## config.mk

```make
export PLATFORM = sky130hd
export DESIGN_NAME = dma_burst_engine
export DESIGN_NICKNAME = d
export VERILOG_FILES = /design/src/rtl/dma_pkg.sv /design/src/rtl/dma_xfer_counter.sv /design/src/rtl/dma_ctrl_fsm.sv /design/src/rtl/dma_irq_latch.sv /design/src/rtl/dma_burst_engine.sv
export SDC_FILE = /design/constraint.sdc
export NUM_CORES = 1
export LEC_CHECK = 0
export BUFFER_PORTS_ARGS = -buffer_cell sky130_fd_sc_hd__buf_2
export CORE_MARGIN = 2
export CORE_UTILIZATION = 42
export CTS_CLUSTER_DIAMETER = 60
export DETAILED_ROUTE_END_ITERATION = 8
export GPL_TIMING_DRIVEN = 0
export PLACE_DENSITY = 0.84
export SLEW_MARGIN = 20
export SYNTH_ARGS = -nofsm -noshare
export SYNTH_HDL_FRONTEND = slang
export SYNTH_SLANG_ARGS = --single-unit
```

## constraint.sdc

```tcl
create_clock -name clk -period 2 [get_ports clk]
set_input_delay 0.1 -clock clk [delete_from_list [all_inputs] [get_ports clk]]
set_output_delay 0.1 -clock clk [all_outputs]
set_load 0.02 [all_outputs]
```

## src/rtl/dma_pkg.sv

```systemverilog
// Shared types for the DMA engine.
// Assumes: nothing beyond a standard elaborator.
package dma_pkg;
    typedef enum logic [1:0] {
        ST_IDLE = 2'd0,   // waiting for start
        ST_BUS  = 2'd1,   // requesting / holding the bus
        ST_GAP  = 2'd2    // one-cycle release between words in word-by-word mode
    } dma_state_e;
endpackage

```

## src/rtl/dma_xfer_counter.sv

```systemverilog
// Address and remaining-word counter for one block.
// Assumes: load and step are never high in the same cycle (the controller
// only loads when idle and only steps when busy).
module dma_xfer_counter #(
    parameter int ADDR_W = 16,
    parameter int CNT_W  = 8
) (
    input  logic              clk,
    input  logic              rst_n,
    input  logic              load,
    input  logic              step,
    input  logic [ADDR_W-1:0] base,
    input  logic [CNT_W-1:0]  count,
    output logic [ADDR_W-1:0] addr,
    output logic [CNT_W-1:0]  words_left,
    output logic              last_word
);
    localparam logic [CNT_W-1:0] ONE_WORD = CNT_W'(1);

    logic [ADDR_W-1:0] addr_q;
    logic [CNT_W-1:0]  left_q;

    // Load the block on start, then advance by one word per accepted transfer.
    always_ff @(posedge clk) begin
        if (!rst_n) begin
            addr_q <= '0;
            left_q <= '0;
        end else if (load) begin
            addr_q <= base;
            left_q <= count;
        end else if (step) begin
            addr_q <= addr_q + 1'b1;
            left_q <= left_q - 1'b1;
        end
    end

    // Expose counter state and the final-word flag.
    always_comb begin
        addr       = addr_q;
        words_left = left_q;
        last_word  = (left_q == ONE_WORD);
    end
endmodule

```

## src/rtl/dma_ctrl_fsm.sv

```systemverilog
// Bus request / transfer sequencer. It requests the bus, moves one word per
// granted and valid cycle, and in word-by-word mode releases the bus for one
// cycle between words.
// Assumes: the arbiter holds bus_gnt low whenever bus_req is low.
module dma_ctrl_fsm
    import dma_pkg::*;
(
    input  logic clk,
    input  logic rst_n,
    input  logic start,
    input  logic count_zero,
    input  logic cfg_burst,
    input  logic bus_gnt,
    input  logic dev_valid,
    input  logic last_word,
    output logic load,
    output logic bus_req,
    output logic dev_ready,
    output logic step,
    output logic done,
    output logic burst_mode
);
    dma_state_e state_q, state_d;
    logic       burst_q;
    logic       busy;

    // Decode handshakes and completion from the current state.
    always_comb begin
        busy      = (state_q != ST_IDLE);
        load      = start && !busy;
        bus_req   = (state_q == ST_BUS);
        dev_ready = bus_req && bus_gnt;
        step      = dev_ready && dev_valid;
        done      = (load && count_zero) || (step && last_word);
    end

    // Next-state selection.
    always_comb begin
        state_d = state_q;
        unique case (state_q)
            ST_IDLE: if (load && !count_zero) state_d = ST_BUS;
            ST_BUS: begin
                if (step) begin
                    if (last_word)     state_d = ST_IDLE;
                    else if (!burst_q) state_d = ST_GAP;
                end
            end
            ST_GAP:  state_d = ST_BUS;
            default: state_d = ST_IDLE;
        endcase
    end

    // State and latched mode registers.
    always_ff @(posedge clk) begin
        if (!rst_n) begin
            state_q <= ST_IDLE;
            burst_q <= 1'b0;
        end else begin
            state_q <= state_d;
            if (load) burst_q <= cfg_burst;
        end
    end

    // Expose the latched mode for the checker.
    always_comb burst_mode = burst_q;
endmodule

```

## src/rtl/dma_irq_latch.sv

```systemverilog
// Sticky completion interrupt. Completion takes priority over a clear that
// arrives in the same cycle.
// Assumes: done is a single-cycle pulse.
module dma_irq_latch (
    input  logic clk,
    input  logic rst_n,
    input  logic done,
    input  logic irq_clr,
    output logic irq
);
    logic irq_q;

    // Set on completion, hold until cleared.
    always_ff @(posedge clk) begin
        if (!rst_n)       irq_q <= 1'b0;
        else if (done)    irq_q <= 1'b1;
        else if (irq_clr) irq_q <= 1'b0;
    end

    // Drive the output from the flop.
    always_comb irq = irq_q;
endmodule

```

## src/rtl/dma_burst_engine.sv

```systemverilog
// Top level of the single-channel device-to-memory DMA engine.
// Assumes: the memory accepts a write in any cycle mem_we is high, and the
// configuration inputs are stable in the cycle start is high.
module dma_burst_engine #(
    parameter int ADDR_W = 16,
    parameter int DATA_W = 32,
    parameter int CNT_W  = 8
) (
    input  logic              clk,
    input  logic              rst_n,
    input  logic              start,
    input  logic [ADDR_W-1:0] cfg_base,
    input  logic [CNT_W-1:0]  cfg_count,
    input  logic              cfg_burst,
    output logic              bus_req,
    input  logic              bus_gnt,
    input  logic              dev_valid,
    output logic              dev_ready,
    input  logic [DATA_W-1:0] dev_data,
    output logic              mem_we,
    output logic [ADDR_W-1:0] mem_addr,
    output logic [DATA_W-1:0] mem_wdata,
    output logic              irq,
    input  logic              irq_clr
);
    logic             load;
    logic             step;
    logic             done;
    logic             last_word;
    logic             count_zero;
    logic             burst_mode;
    logic [CNT_W-1:0] words_left;

    // Detect an empty block at start.
    always_comb count_zero = (cfg_count == '0);

    dma_ctrl_fsm u_fsm (
        .clk        (clk),
        .rst_n      (rst_n),
        .start      (start),
        .count_zero (count_zero),
        .cfg_burst  (cfg_burst),
        .bus_gnt    (bus_gnt),
        .dev_valid  (dev_valid),
        .last_word  (last_word),
        .load       (load),
        .bus_req    (bus_req),
        .dev_ready  (dev_ready),
        .step       (step),
        .done       (done),
        .burst_mode (burst_mode)
    );

    dma_xfer_counter #(
        .ADDR_W (ADDR_W),
        .CNT_W  (CNT_W)
    ) u_cnt (
        .clk        (clk),
        .rst_n      (rst_n),
        .load       (load),
        .step       (step),
        .base       (cfg_base),
        .count      (cfg_count),
        .addr       (mem_addr),
        .words_left (words_left),
        .last_word  (last_word)
    );

    dma_irq_latch u_irq (
        .clk     (clk),
        .rst_n   (rst_n),
        .done    (done),
        .irq_clr (irq_clr),
        .irq     (irq)
    );

    // Memory write port: data passes straight from the device.
    always_comb begin
        mem_we    = step;
        mem_wdata = dev_data;
    end
endmodule

```

### Yosys cells after proc, flatten, opt, wreduce, memory -nomap -nowiden

Index checks and enable logic that the tools add are counted.

* add/subtract/negate cells: 2
* eq/ne operators: 6
* muxes and demuxes: 11
* reduce and logical (&&, ||, !) cells: 15

Operators with widths (number)
* $mux 16: 2
* $add 16x1->16 const B: 1
* $mux 8: 2
* $eq 8x1->1 const B: 1
* $logic_not 8->1: 1
* $mux 2: 4
* $sub 8x1->8 const B: 1
* $logic_and 1x1->1: 6
* $pmux 2 s3: 1
* $reduce_bool 2->1: 3
* $ne 2x1->1 const B: 2
* $ne 3x2->1 const B: 1
* $reduce_and 3->1: 1
* $eq 2x1->1 const B: 1
* $eq 2x2->1 const B: 1
* $logic_not 1->1: 2
* $logic_not 2->1: 1
* $mux 1: 2
* $logic_or 1x1->1: 1

* register bits after elaboration: 28
* output and inout port bits: 52
* logic and storage cells: 39

### Logic depth before layout (Yosys ltp)

* depth after elaboration: 6
* mapped depth: 6

### Modules after synthesis

From an unflattened synthesis, not the netlist that was laid out.

* cells, all modules: 210
* area, all modules: 1759.2 um^2

By module, submodules not included
* dma_xfer_counter: instances 1, cells each 152, area an instance 1272.5 um^2, sequential area each 480.5 um^2
* dma_burst_engine: instances 1, cells each 35, area an instance 259.0 um^2, sequential area each 0.0 um^2
* dma_ctrl_fsm: instances 1, cells each 20, area an instance 186.4 um^2, sequential area each 60.1 um^2
* dma_irq_latch: instances 1, cells each 3, area an instance 41.3 um^2, sequential area each 20.0 um^2

### Least setup slack after synthesis

Ideal clock, no wire load.

* path kind: reg-to-reg
* start point: register u_cnt.addr_q[0] (netlist: u_cnt.addr[0])
* end point: register u_cnt.addr_q[9] (netlist: u_cnt.addr[9])
* library setup time: 0.074 ns
* arrival time: 1.532 ns
* data required time: 1.926 ns
* path slack: 0.394 ns
* cell stages (with the launch flop): 5
* buffers on the path: 0
* period minus slack after synthesis: 1.606 ns
* cells stage by stage: dfxtp_1 -> nand3_1 -> or3_1 -> or3_1 -> a31oi_1

* word-level cells in the longest chain between the ends: 3

Ends and longest elaborated chain
* start, declared: line dma_xfer_counter.sv:20 `logic [ADDR_W-1:0] addr_q;`
* start signal, assigned: line dma_xfer_counter.sv:29 `addr_q <= base;`
* start signal, assigned: line dma_xfer_counter.sv:32 `addr_q <= addr_q + 1'b1;`
* $add 16x1->16: line dma_xfer_counter.sv:32
* $mux 16: line dma_xfer_counter.sv:31 `end else if (step) begin`
* $mux 16: line dma_xfer_counter.sv:28 `end else if (load) begin`

Every way passes these cells. The select of a mux whose other input is x is not followed.
A chain may end at the register's enable or synchronous reset.

### Worst setup path in the final report

* start point: register u_fsm.state_q[1]
* end point: output mem_we

* word-level cells in the longest chain between the ends: 3

Ends and longest elaborated chain
* start, declared: line dma_ctrl_fsm.sv:23 `dma_state_e state_q, state_d;`
* start signal, assigned: line dma_ctrl_fsm.sv:59 `state_q <= state_d;`
* $eq 2x1->1: line dma_ctrl_fsm.sv:31 `bus_req = (state_q == ST_BUS);`
* $logic_and 1x1->1: line dma_ctrl_fsm.sv:32 `dev_ready = bus_req && bus_gnt;`
* $logic_and 1x1->1: line dma_ctrl_fsm.sv:33 `step = dev_ready && dev_valid;`
* end, declared: line dma_burst_engine.sv:20 `output logic mem_we,`

Every way passes these cells.

==> summary.txt <==
Worst setup path
  – Critical path class: reg2out
  – WP data required: 1900 ps
  – R2R Setup Slk: 300 ps
  – CP arrival: 1610 ps
  – Worst r2r path cells: 5
  – Worst Setup End Kind: output pin
  – CP max FO: 10
  – Critical Path Start Type: register

Global route
  – Antenna violations before repair: 0
  – Largest net degree at the start of global routing: 17
  – First-pass GRT wire length: roughly 7900 um
  – Overall Global Routing Usage: 19.6%
  – Total gr overflow: 0
  – Vias in the first global route: 1780

Floorplanning
  – Floorplan Core Area: 4030 um2
  – # rows: 23
  – # IOs: 115
  – Die Span Y: 69.0 um
  – Die W: 69.0 um
  – Starting Density: between 40% and 50%
  – Total die area: approximately 4800 um2

Logic synthesis
  – Yosys top cell by area: dfxtp_1
  – EDFF count, synth: 0
  – Top post-synthesis cells by count: buf_4 (32), dfxtp_1 (28), nand2_1 (15)
  – Synthesis-stage register bit count: 28
  – Synth Flop Type: dfxtp_1
  – Area share of the leading cell type in the synthesized netlist: 31.5%
  – Sequential area share after synthesis: 31.5%
  – Syn Inst Count: 222
  – Post-Synthesis Net Count: between 200 and 300
  – Top-count cell post-synth: buf_4
  – Netlist cell types: 49
  – Top cells by area, synth: dfxtp_1 (32%), buf_4 (14%), a31oi_1 (4.2%)
  – Mapped cell area: roughly 1800 um2
  – Synth async-reset ratio: 0%
  – Avg Cell Area, Syn: 8.00 um2
  – Yosys warnings: 0

Power
  – Sw Share: 33.1%
  – Sequential power share: 42.0%
  – Clock power frac: between 20% and 30%
  – PD cells: ~700 nW/um2
  – Leak pwr: 1.05 nW
  – Maximum VDD drop: 0.463 mV
  – Sw Pwr: 536 uW
  – Comb pwr share: 29.7%
  – Internal power: 1.08 mW

Hold path
  – Min-Delay Path Depth: 3
  – HP Class: in2reg

Place
  – Hpwl dp: 3660 um
  – Pre-CTS WS: between 300 and 400 ps
  – Gpl congestion: 0.880
  – I/O Buffers: 82
  – Placed cell count: 354

Cells and area
  – Area grow syn2layout: 30.6%
  – Fin util: 57.6%
  – Share of cells above drive strength 1: 41.9%
  – Fillcell total: 389
  – Antenna diode count: 0
  – Final std cells w/o fill: 358
  – Fin nets: 375

CTS
  – CTS sink cnt: 28
  – Clk Latency, worst-skew pair: 290 ps
  – Root Driver: clkbuf_8
  – # hold bufs at CTS: 0
  – Reg clk slew, reported paths: about 100 ps
  – Setup repair bufs after CTS: 0
  – Total CTS buffers: 3
  – Max clock buf depth: 2
  – CTS H-tree depth: 1
  – CTS tree: built
  – Resize count post-CTS: 0

Timing
  – Pins Over Slew Limit: 0
  – Max frequency: 584 MHz
  – Fin crit period: 1710 ps
  – Final setup vio count: 0
  – Slew @ Worst Pin: 531 ps
  – Final TNS setup: 0 ps
  – Setup repair after global routing missed its margin: false
  – Fin crit share: 85.6%
  – Worst setup margin: 288 ps
  – Count of final hold-check violations: 0
  – Slew margin rel.: 64.4%
  – Post-route clock skew: between 2 and 3 ps

Routing
  – DRT antenna net count: 0
  – Drt pass-1 iters: 4
  – Final wirelength: roughly 4800 um
  – DRC Markers: 0
  – Total vias in the final route: 1918
  – Iteration-0 DRC count of the detailed router: 159
  – Drt wl/cell: 13.3 um
  – Vias per cell: 5.36

Run status
  – Status: completed

Job
  – Max cap viols: 0
stage by stage:
step / hold slack (ps) / instance area (um2) / total power, mW
after floorplan: 236 / 1780 / 1.01
after global placement: 349 / 2250 / 1.16
after detailed placement: 359 / 2250 / 1.17
after CTS: 48.4 / 2320 / 1.62
after global routing: 64.6 / 2320 / 1.69
final: 51.1 / 2320 / 1.62
area by class of cell:
type                            count  area, um2  share of cell area, %
Timing Repair Buffer               82        410                   17.7
Clock buffer                        3       41.3                   1.78
Tap cell                           50       62.6                   2.70
Multi-Input combinational cell    146        905                   39.0
Sequential cell                    28        561                   24.2
Clock inverter                      1       30.0                   1.29
Inverter                            6       22.5                  0.970
Buffer                             42        289                   12.5
layer usage:
layer  global-route usage, %  share of wire (%)  routed length (um)
met2                    34.6                 48                2300
met5                       0                  0                   0
met3                    4.09                8.5                 407
met1                    23.0                 41                1960
met4                    7.63                2.0                  97
sequential cells by signal, summed over array words and instances (netlist names):
| register | cells |
|---|---|
| u_fsm.burst_mode | 1 |
| u_irq.irq | 1 |
| u_cnt.addr | 16 |
| u_cnt.words_left | 8 |
| u_fsm.state_q | 2 |
placed cells by master, fill, tap and decap left out, drive strengths merged, types with 3 or more instances in the layout:
cell    instances
a21oi          14
nor2           12
o21ai          13
a22oi           3
or3             5
nand2          15
and2            4
nor3            5
nand3          13
inv             5
nand4           7
ha              3
xnor2           5
clkbuf          9
and4            3
dfxtp          28
and3            3
buf           118
a31oi          12
power groups by stage:
stage / Combinational [mW] / Sequential (mW) / Clock [mW]
after floorplan: 0.290 / 0.719 / 0
after global placement: 0.470 / 0.687 / 0
after CTS: 0.479 / 0.678 / 0.463
after detailed placement: 0.476 / 0.690 / 0
after global routing: 0.524 / 0.689 / 0.476
final: 0.480 / 0.680 / 0.459
worst max-delay path, stage by stage, from the launching register on:
cell	delay, ps
dfxtp_1	360
nand4b_1	290
inv_2	210
buf_2	260
buf_2	200
worst paths after layout:
path | from | end
setup / recovery | u_fsm.state_q[1] | mem_we
hold reg to reg | u_fsm.burst_mode | u_fsm.burst_mode
setup reg to reg | u_fsm.state_q[1] | u_cnt.words_left[0]
hold / removal | cfg_burst | u_fsm.burst_mode
kinds of logic (layout without fill, tap and decap cells):
family                   Yosys count  in the layout  synth area share (%)
AO/OA/AOI/OAI                     57             57                  20.1
XOR/XNOR                           6              6                  2.96
adder cells (fa/ha/maj)            3              3                  2.11
buffers and inverters             48            134                  17.5
flip-flops                        28             28                  31.5
multiplexers                       1              1                 0.563
AND/OR/NAND/NOR                   79             79                  25.2
Note: power is estimated with default switching activity, not from simulation.
